==> config.mk <==
export PLATFORM = sky130hd
export DESIGN_NAME = adcseq_top
export DESIGN_NICKNAME = d
export VERILOG_FILES = /design/src/rtl/adcseq_pkg.sv /design/src/rtl/adcseq_dp.sv /design/src/rtl/adcseq_ctrl.sv /design/src/rtl/adcseq_top.sv
export SDC_FILE = /design/constraint.sdc
export NUM_CORES = 1
export LEC_CHECK = 0
export ABC_AREA = 0
export BUFFER_PORTS_ARGS = -buffer_cell sky130_fd_sc_hd__buf_2
export CORE_AREA = 8 8 75 77
export DETAILED_ROUTE_END_ITERATION = 10
export DIE_AREA = 0 0 83 85
export HOLD_SLACK_MARGIN = 0.15
export PLACE_DENSITY = 0.81
export RECOVER_POWER = 25
export SYNTH_ARGS = -nofsm -noshare
export SYNTH_HDL_FRONTEND = slang
export SYNTH_SLANG_ARGS = --single-unit
==> constraint.sdc <==
create_clock -name clk -period 4 [get_ports clk]
set_input_delay 0.4 -clock clk [delete_from_list [all_inputs] [get_ports clk]]
set_output_delay 0.4 -clock clk [all_outputs]
set_load 0.02 [all_outputs]
==> src/rtl/adcseq_pkg.sv <==
package adcseq_pkg;

  typedef enum logic {S_IDLE, S_CONV} seqState_t;

  // control -> datapath
  typedef struct packed {
    logic regAdv;   // regular conversion finished: step regular index/burst count
    logic injAdv;   // priority conversion finished: step priority index
    logic injRst;   // priority list rewritten: rewind to entry 0
  } seqStrobe_t;

  // datapath -> control
  typedef struct packed {
    logic regLast;
    logic injLast;
    logic discLast;
    logic regEvt;
    logic injEvt;
  } seqStatus_t;

  // polarity: bit0 selects rising edges, bit1 selects falling edges
  function automatic logic edgeHit(logic [1:0] pol, logic cur, logic prev);
    return (pol[0] & cur & ~prev) | (pol[1] & ~cur & prev);
  endfunction

endpackage

==> src/rtl/adcseq_dp.sv <==
module adcseq_dp
  import adcseq_pkg::*;
#(
  parameter int REG_DEPTH = 16,
  parameter int INJ_DEPTH = 4,
  parameter int DISC_MAX  = 8,
  parameter int CHW       = 5,
  localparam int RIW = $clog2(REG_DEPTH),
  localparam int IIW = $clog2(INJ_DEPTH),
  localparam int DIW = $clog2(DISC_MAX)
) (
  input  logic                     clk,
  input  logic                     rstN,
  input  logic [REG_DEPTH*CHW-1:0] regChList,
  input  logic [RIW-1:0]           regLenM1,
  input  logic [INJ_DEPTH*CHW-1:0] injChList,
  input  logic [IIW-1:0]           injLenM1,
  input  logic                     regDiscEn,
  input  logic [DIW-1:0]           discLenM1,
  input  logic                     autoInj,
  input  logic [1:0]               regPol,
  input  logic [1:0]               injPol,
  input  logic                     regTrigIn,
  input  logic                     injTrigIn,
  input  logic                     regSwStart,
  input  logic                     injSwStart,
  input  logic                     selInj,
  input  seqStrobe_t               strobe,
  output seqStatus_t               status,
  output logic [CHW-1:0]           convChan
);

  logic [CHW-1:0] regCh [REG_DEPTH];
  logic [CHW-1:0] injCh [INJ_DEPTH];

  for (genvar g = 0; g < REG_DEPTH; g++) begin : g_regCh
    assign regCh[g] = regChList[g*CHW +: CHW];
  end
  for (genvar g = 0; g < INJ_DEPTH; g++) begin : g_injCh
    assign injCh[g] = injChList[g*CHW +: CHW];
  end

  logic           regTrigQ, injTrigQ;
  logic [RIW-1:0] regIdx;
  logic [IIW-1:0] injIdx;
  logic [DIW-1:0] discCnt;

  always_comb begin
    status.regLast  = (regIdx == regLenM1);
    status.injLast  = (injIdx == injLenM1);
    status.discLast = (discCnt == discLenM1);
    status.regEvt   = regSwStart | edgeHit(regPol, regTrigIn, regTrigQ);
    status.injEvt   = injSwStart | (~autoInj & edgeHit(injPol, injTrigIn, injTrigQ));
  end

  assign convChan = selInj ? injCh[injIdx] : regCh[regIdx];

  always_ff @(posedge clk) begin
    if (!rstN) begin
      regTrigQ <= 1'b0;
      injTrigQ <= 1'b0;
      regIdx   <= '0;
      injIdx   <= '0;
      discCnt  <= '0;
    end else begin
      regTrigQ <= regTrigIn;
      injTrigQ <= injTrigIn;
      if (strobe.regAdv) begin
        regIdx  <= status.regLast ? '0 : regIdx + RIW'(1);
        discCnt <= (!regDiscEn || status.discLast || status.regLast) ? '0 : discCnt + DIW'(1);
      end
      if (strobe.injRst)      injIdx <= '0;
      else if (strobe.injAdv) injIdx <= status.injLast ? '0 : injIdx + IIW'(1);
    end
  end

endmodule

==> src/rtl/adcseq_ctrl.sv <==
module adcseq_ctrl
  import adcseq_pkg::*;
(
  input  logic       clk,
  input  logic       rstN,
  input  logic       contMode,
  input  logic       regDiscEn,
  input  logic       injDiscEn,
  input  logic       autoInj,
  input  logic       injSeqWr,
  input  logic       convDone,
  input  seqStatus_t status,
  output seqStrobe_t strobe,
  output logic       selInj,
  output logic       convReq,
  output logic       regEoc,
  output logic       regEos,
  output logic       injEoc,
  output logic       injEos
);

  seqState_t state;
  logic regBusy, injBusy, regPend, injPend;

  logic conv, doneR, doneI, abortI, regEnd, regStop, injStop, freeSlot;
  logic regBusyA, injBusyA, regPendA, injPendA;

  always_comb begin
    conv     = (state == S_CONV);
    abortI   = conv & selInj & injSeqWr;
    doneR    = conv & convDone & ~selInj;
    doneI    = conv & convDone & selInj & ~abortI;
    regEnd   = doneR & status.regLast;
    regStop  = doneR & (regDiscEn ? (status.discLast | status.regLast)
                                  : (status.regLast & ~contMode));
    injStop  = doneI & (status.injLast | injDiscEn);
    regBusyA = regBusy & ~regStop;
    injBusyA = injBusy & ~injStop;
    regPendA = regPend | (status.regEvt & ~regBusy);
    injPendA = injPend | (status.injEvt & ~injBusy) | (regEnd & autoInj);
    freeSlot = ~conv | doneR | doneI;
    strobe.regAdv = doneR;
    strobe.injAdv = doneI;
    strobe.injRst = injSeqWr;
  end

  assign convReq = conv;

  always_ff @(posedge clk) begin
    if (!rstN) begin
      state   <= S_IDLE;
      selInj  <= 1'b0;
      regBusy <= 1'b0;
      injBusy <= 1'b0;
      regPend <= 1'b0;
      injPend <= 1'b0;
      regEoc  <= 1'b0;
      regEos  <= 1'b0;
      injEoc  <= 1'b0;
      injEos  <= 1'b0;
    end else begin
      regEoc  <= doneR;
      regEos  <= regEnd;
      injEoc  <= doneI;
      injEos  <= doneI & status.injLast;
      regBusy <= regBusyA;
      injBusy <= injBusyA;
      regPend <= regPendA;
      injPend <= injPendA;
      if (abortI) begin
        state   <= S_IDLE;
        injBusy <= 1'b0;
        injPend <= 1'b1;
      end else if (freeSlot) begin
        if (injBusyA) begin
          state  <= S_CONV;
          selInj <= 1'b1;
        end else if (injPendA) begin
          state   <= S_CONV;
          selInj  <= 1'b1;
          injBusy <= 1'b1;
          injPend <= 1'b0;
        end else if (regBusyA) begin
          state  <= S_CONV;
          selInj <= 1'b0;
        end else if (regPendA) begin
          state   <= S_CONV;
          selInj  <= 1'b0;
          regBusy <= 1'b1;
          regPend <= 1'b0;
        end else begin
          state <= S_IDLE;
        end
      end
    end
  end

endmodule

==> src/rtl/adcseq_top.sv <==
module adcseq_top
  import adcseq_pkg::*;
#(
  parameter int REG_DEPTH = 16,
  parameter int INJ_DEPTH = 4,
  parameter int DISC_MAX  = 8,
  parameter int CHW       = 5,
  localparam int RIW = $clog2(REG_DEPTH),
  localparam int IIW = $clog2(INJ_DEPTH),
  localparam int DIW = $clog2(DISC_MAX)
) (
  input  logic                     clk,
  input  logic                     rstN,
  input  logic [REG_DEPTH*CHW-1:0] regChList,
  input  logic [RIW-1:0]           regLenM1,
  input  logic [INJ_DEPTH*CHW-1:0] injChList,
  input  logic [IIW-1:0]           injLenM1,
  input  logic                     contMode,
  input  logic                     regDiscEn,
  input  logic [DIW-1:0]           discLenM1,
  input  logic                     injDiscEn,
  input  logic                     autoInj,
  input  logic [1:0]               regPol,
  input  logic [1:0]               injPol,
  input  logic                     regTrigIn,
  input  logic                     injTrigIn,
  input  logic                     regSwStart,
  input  logic                     injSwStart,
  input  logic                     injSeqWr,
  output logic                     convReq,
  output logic [CHW-1:0]           convChan,
  input  logic                     convDone,
  output logic                     regEoc,
  output logic                     regEos,
  output logic                     injEoc,
  output logic                     injEos
);

  seqStrobe_t strobe;
  seqStatus_t status;
  logic       selInj;

  adcseq_ctrl i_ctrl (
    .clk, .rstN, .contMode, .regDiscEn, .injDiscEn, .autoInj, .injSeqWr, .convDone,
    .status, .strobe, .selInj, .convReq, .regEoc, .regEos, .injEoc, .injEos
  );

  adcseq_dp #(
    .REG_DEPTH(REG_DEPTH), .INJ_DEPTH(INJ_DEPTH), .DISC_MAX(DISC_MAX), .CHW(CHW)
  ) i_dp (
    .clk, .rstN, .regChList, .regLenM1, .injChList, .injLenM1, .regDiscEn, .discLenM1,
    .autoInj, .regPol, .injPol, .regTrigIn, .injTrigIn, .regSwStart, .injSwStart,
    .selInj, .strobe, .status, .convChan
  );

endmodule

==> results.ini <==
[job]
cap_viol_max_count = 0

[hold_path]
min_path_cells = 2
min_path_type = input port to register

[synthesis]
post_synthesis_cells = 181
synthesis.nets = 308
synthesis.yosys.warnings = 0
yosys_most_used_dff = sky130_fd_sc_hd__dfxtp_1
ys_seq_elements = 21
synth-async-reset-ratio_pct = 0
post_synth_edffs = 0
post_synth_num_cell_types = 48
yosysSeqAreaShare_pct = 21.98
syn-mean-instance-area_sq_um = 10.57
syn_area_sq_um = 1913

[route]
detailroute.via_count = 2027
route.detailed.vias_per_inst = 5.615
wire_per_inst_um = 18.20
wire_length_reported_by_the_detailed_router_um = 6570
drt_first_pass_iters = 4
postRouteAntennaNets = 0
drt_iter0_drc = 137
drcViolationCount = 0

[critical_path]
crit_type = register to primary output
worstPathMaxFanout = 11
critPathRequiredTime_ns = 3.60
cp.arrival_ns = 2.69
ff2ff_setup_slack_ns = 1.64
critPathLaunchType = register
rr_worst_depth = 6
cp-end-kind = primary output

[clock_tree]
postCtsHoldBufs = 0
cts.clk_slew.worst_paths_ns = 0.07
clockRootBuffer = sky130_fd_sc_hd__clkbuf_8
postCtsSetupRepairBufs = 0
cts_made_buffers = 3
postCtsResizedCells = 0
clk_latency_ns = 0.26
htreeDepth = 1
clock-sinks = 21
clock_tree.buffer_depth = 2
cts_tree = built

[floorplanning]
placeableCoreArea_sq_um = 4536
ios = 135
die-area_sq_um = 7055
initial_core_util_pct = 42.18
die_width_um = 83
die_h_um = 85
fp-row-count = 25

[sta]
grt_setup_unrepaired = false
timing.clock.skew_ns = 0.003047
finalWorstPathRequiredPeriod_ns = 3.091
maxSlewViolCount = 0
setup_viol = 0
highest_clock_rate_mhz = 323.5
timing_worst_slew_pin_value_ns = 0.7772
slew_headroom_pct = 48.12
finalHoldViolations = 0
setup_total_negative_slack_ns = 0
layout_worst_path_cycle_share_pct = 77.27

[finish]
area_delta_synth_final_pct = 36.30
share_of_layout_cells_above_drive_strength_1_pct = 52.77
largest_register_ff_count = 4
reg.largest.list = i_dp.regIdx: 4 flops, i_dp.discCnt: 3 flops, i_dp.injIdx: 2 flops
regMostFlops = i_dp.regIdx
design.final.nets = 435
antenna_cells = 0

[pwr]
internal_power_mw = 0.4504
comb_power_share_pct = 41.2
power.switching_fraction_pct = 33.19
power.sequential.fraction_pct = 37.9
vdd.ir_drop.worst_mv = 0.1828
p_sw_mw = 0.2238
total_leakage_power_nw = 1.140
powerDensity_nw_per_um2 = 258.6
pwr-share-clk_pct = 21.0
post-layout-total-power_mw = 0.6742

[run_status]
status = complete, no violations

[grt]
maximum_number_of_pins_on_one_net_before_global_route_repair = 19
first_global_vias = 2071
global_route_wire_length_before_repair_um = 10450
gr-total-overflow = 0
number_of_antenna_violations_at_the_first_check_in_global_routing = 0
globalRouteTotalUtil_pct = 17.65

[place]
post-dp-hpwl_um = 5567
place_congestion = 0.8150
io_buffer_count = 134

-- layout by cell type (no fill, tap or decap), drive strengths merged, types with 6 or more instances in the layout --
master and instances:
clkbuf 10, inv 9, nand2 10, mux2i 6, a21oi 10, mux4 25, nor2b 7, buf 130
nor2 10, o21ai 6, dfxtp 21, xor2 6
-- metrics by stage --
stage | cells | utilization (%) | setup slack [ns] | area, sq um | hold slack [ns]
2_1_floorplan | 181 | - | 1.842 | 1913 | 0.4646
4_1_cts | 361 | 57.66 | 0.8874 | 2615 | 0.3675
3_5_place_dp | 357 | 56.66 | 1.181 | 2570 | 0.4854
5_1_grt | 361 | 57.49 | 0.7083 | 2608 | 0.3894
6_report | 361 | 57.49 | 0.9092 | 2608 | 0.3687
3_3_place_gp | 357 | 56.66 | 1.234 | 2570 | 0.4759
-- path summary, 6_finish.rpt --
path	to	start
setup / recovery	convChan[0]	i_dp.regIdx[0]
hold / removal	i_dp.regTrigQ	regTrigIn
setup reg to reg	i_ctrl.injBusy	i_dp.regIdx[1]
hold reg to reg	i_dp.discCnt[1]	i_dp.discCnt[1]
-- final cells by class --
type	count	area, sq um
clock buffer	4	45.04
fill	416	1928
inverter	9	33.78
multi-input combinational	137	1363
sequential	21	420.4
tap	54	67.56
timing repair buffer	136	678.2
-- worst max-delay path, stage by stage (launching register included) --
cell and delay [ns]:
sky130_fd_sc_hd__dfxtp_1 0.70, sky130_fd_sc_hd__mux4_1 0.62, sky130_fd_sc_hd__nor2b_1 0.14, sky130_fd_sc_hd__a2111oi_0 0.60, sky130_fd_sc_hd__a221oi_1 0.14, sky130_fd_sc_hd__buf_2 0.22
-- layer usage --
metal | up-vias | GRT usage, % | routed length (um)
met1 | 954 | 20.96 | 2611
met2 | 100 | 30.62 | 3311
met4 | 0 | 2.716 | 85
met5 | - | 0 | 0
li1 | 963 | - | -
met3 | 10 | 5.747 | 562
-- cells by family after synthesis --
group / share of synthesized area [%]
buf+inv: 6.801
flops: 21.97
fa+ha+maj: 1.308
compound gates: 16.81
mux: 33.16
xor+xnor: 5.036
simple gates: 14.91
-- power groups by stage --
stage               Clock (mW)  Sequential, mW  Combinational (mW)
CTS                      0.143           0.255               0.280
detailed placement           0           0.260               0.278
floorplan                    0           0.244               0.194
global route             0.152           0.260               0.302
finish                   0.141           0.255               0.278
global placement             0           0.258               0.271
-- cell usage after synthesis, types with 3 or more instances --
library cell                count  area [sq um]
sky130_fd_sc_hd__a2111oi_0      3         26.28
sky130_fd_sc_hd__a21oi_1       10         50.05
sky130_fd_sc_hd__a221oi_1       5         43.79
sky130_fd_sc_hd__and2_1         3         18.77
sky130_fd_sc_hd__buf_2          5         25.02
sky130_fd_sc_hd__buf_4          3         22.52
sky130_fd_sc_hd__dfxtp_1       21         420.4
sky130_fd_sc_hd__inv_1          9         33.78
sky130_fd_sc_hd__mux2i_1        6         60.06
sky130_fd_sc_hd__mux4_1         3         78.83
sky130_fd_sc_hd__mux4_2        22         495.5
sky130_fd_sc_hd__nand2_1       10         37.54
sky130_fd_sc_hd__nand2b_1       3         18.77
sky130_fd_sc_hd__nand3_1        4         20.02
sky130_fd_sc_hd__nand3b_1       3         22.52
sky130_fd_sc_hd__nor2_1        10         37.54
sky130_fd_sc_hd__nor2b_1        7         43.79
sky130_fd_sc_hd__nor3_1         3         15.01
sky130_fd_sc_hd__o21ai_0        5         25.02
sky130_fd_sc_hd__xnor2_1        5         43.79
sky130_fd_sc_hd__xor2_1         6         52.55
Power figures use the tool's default switching activity.
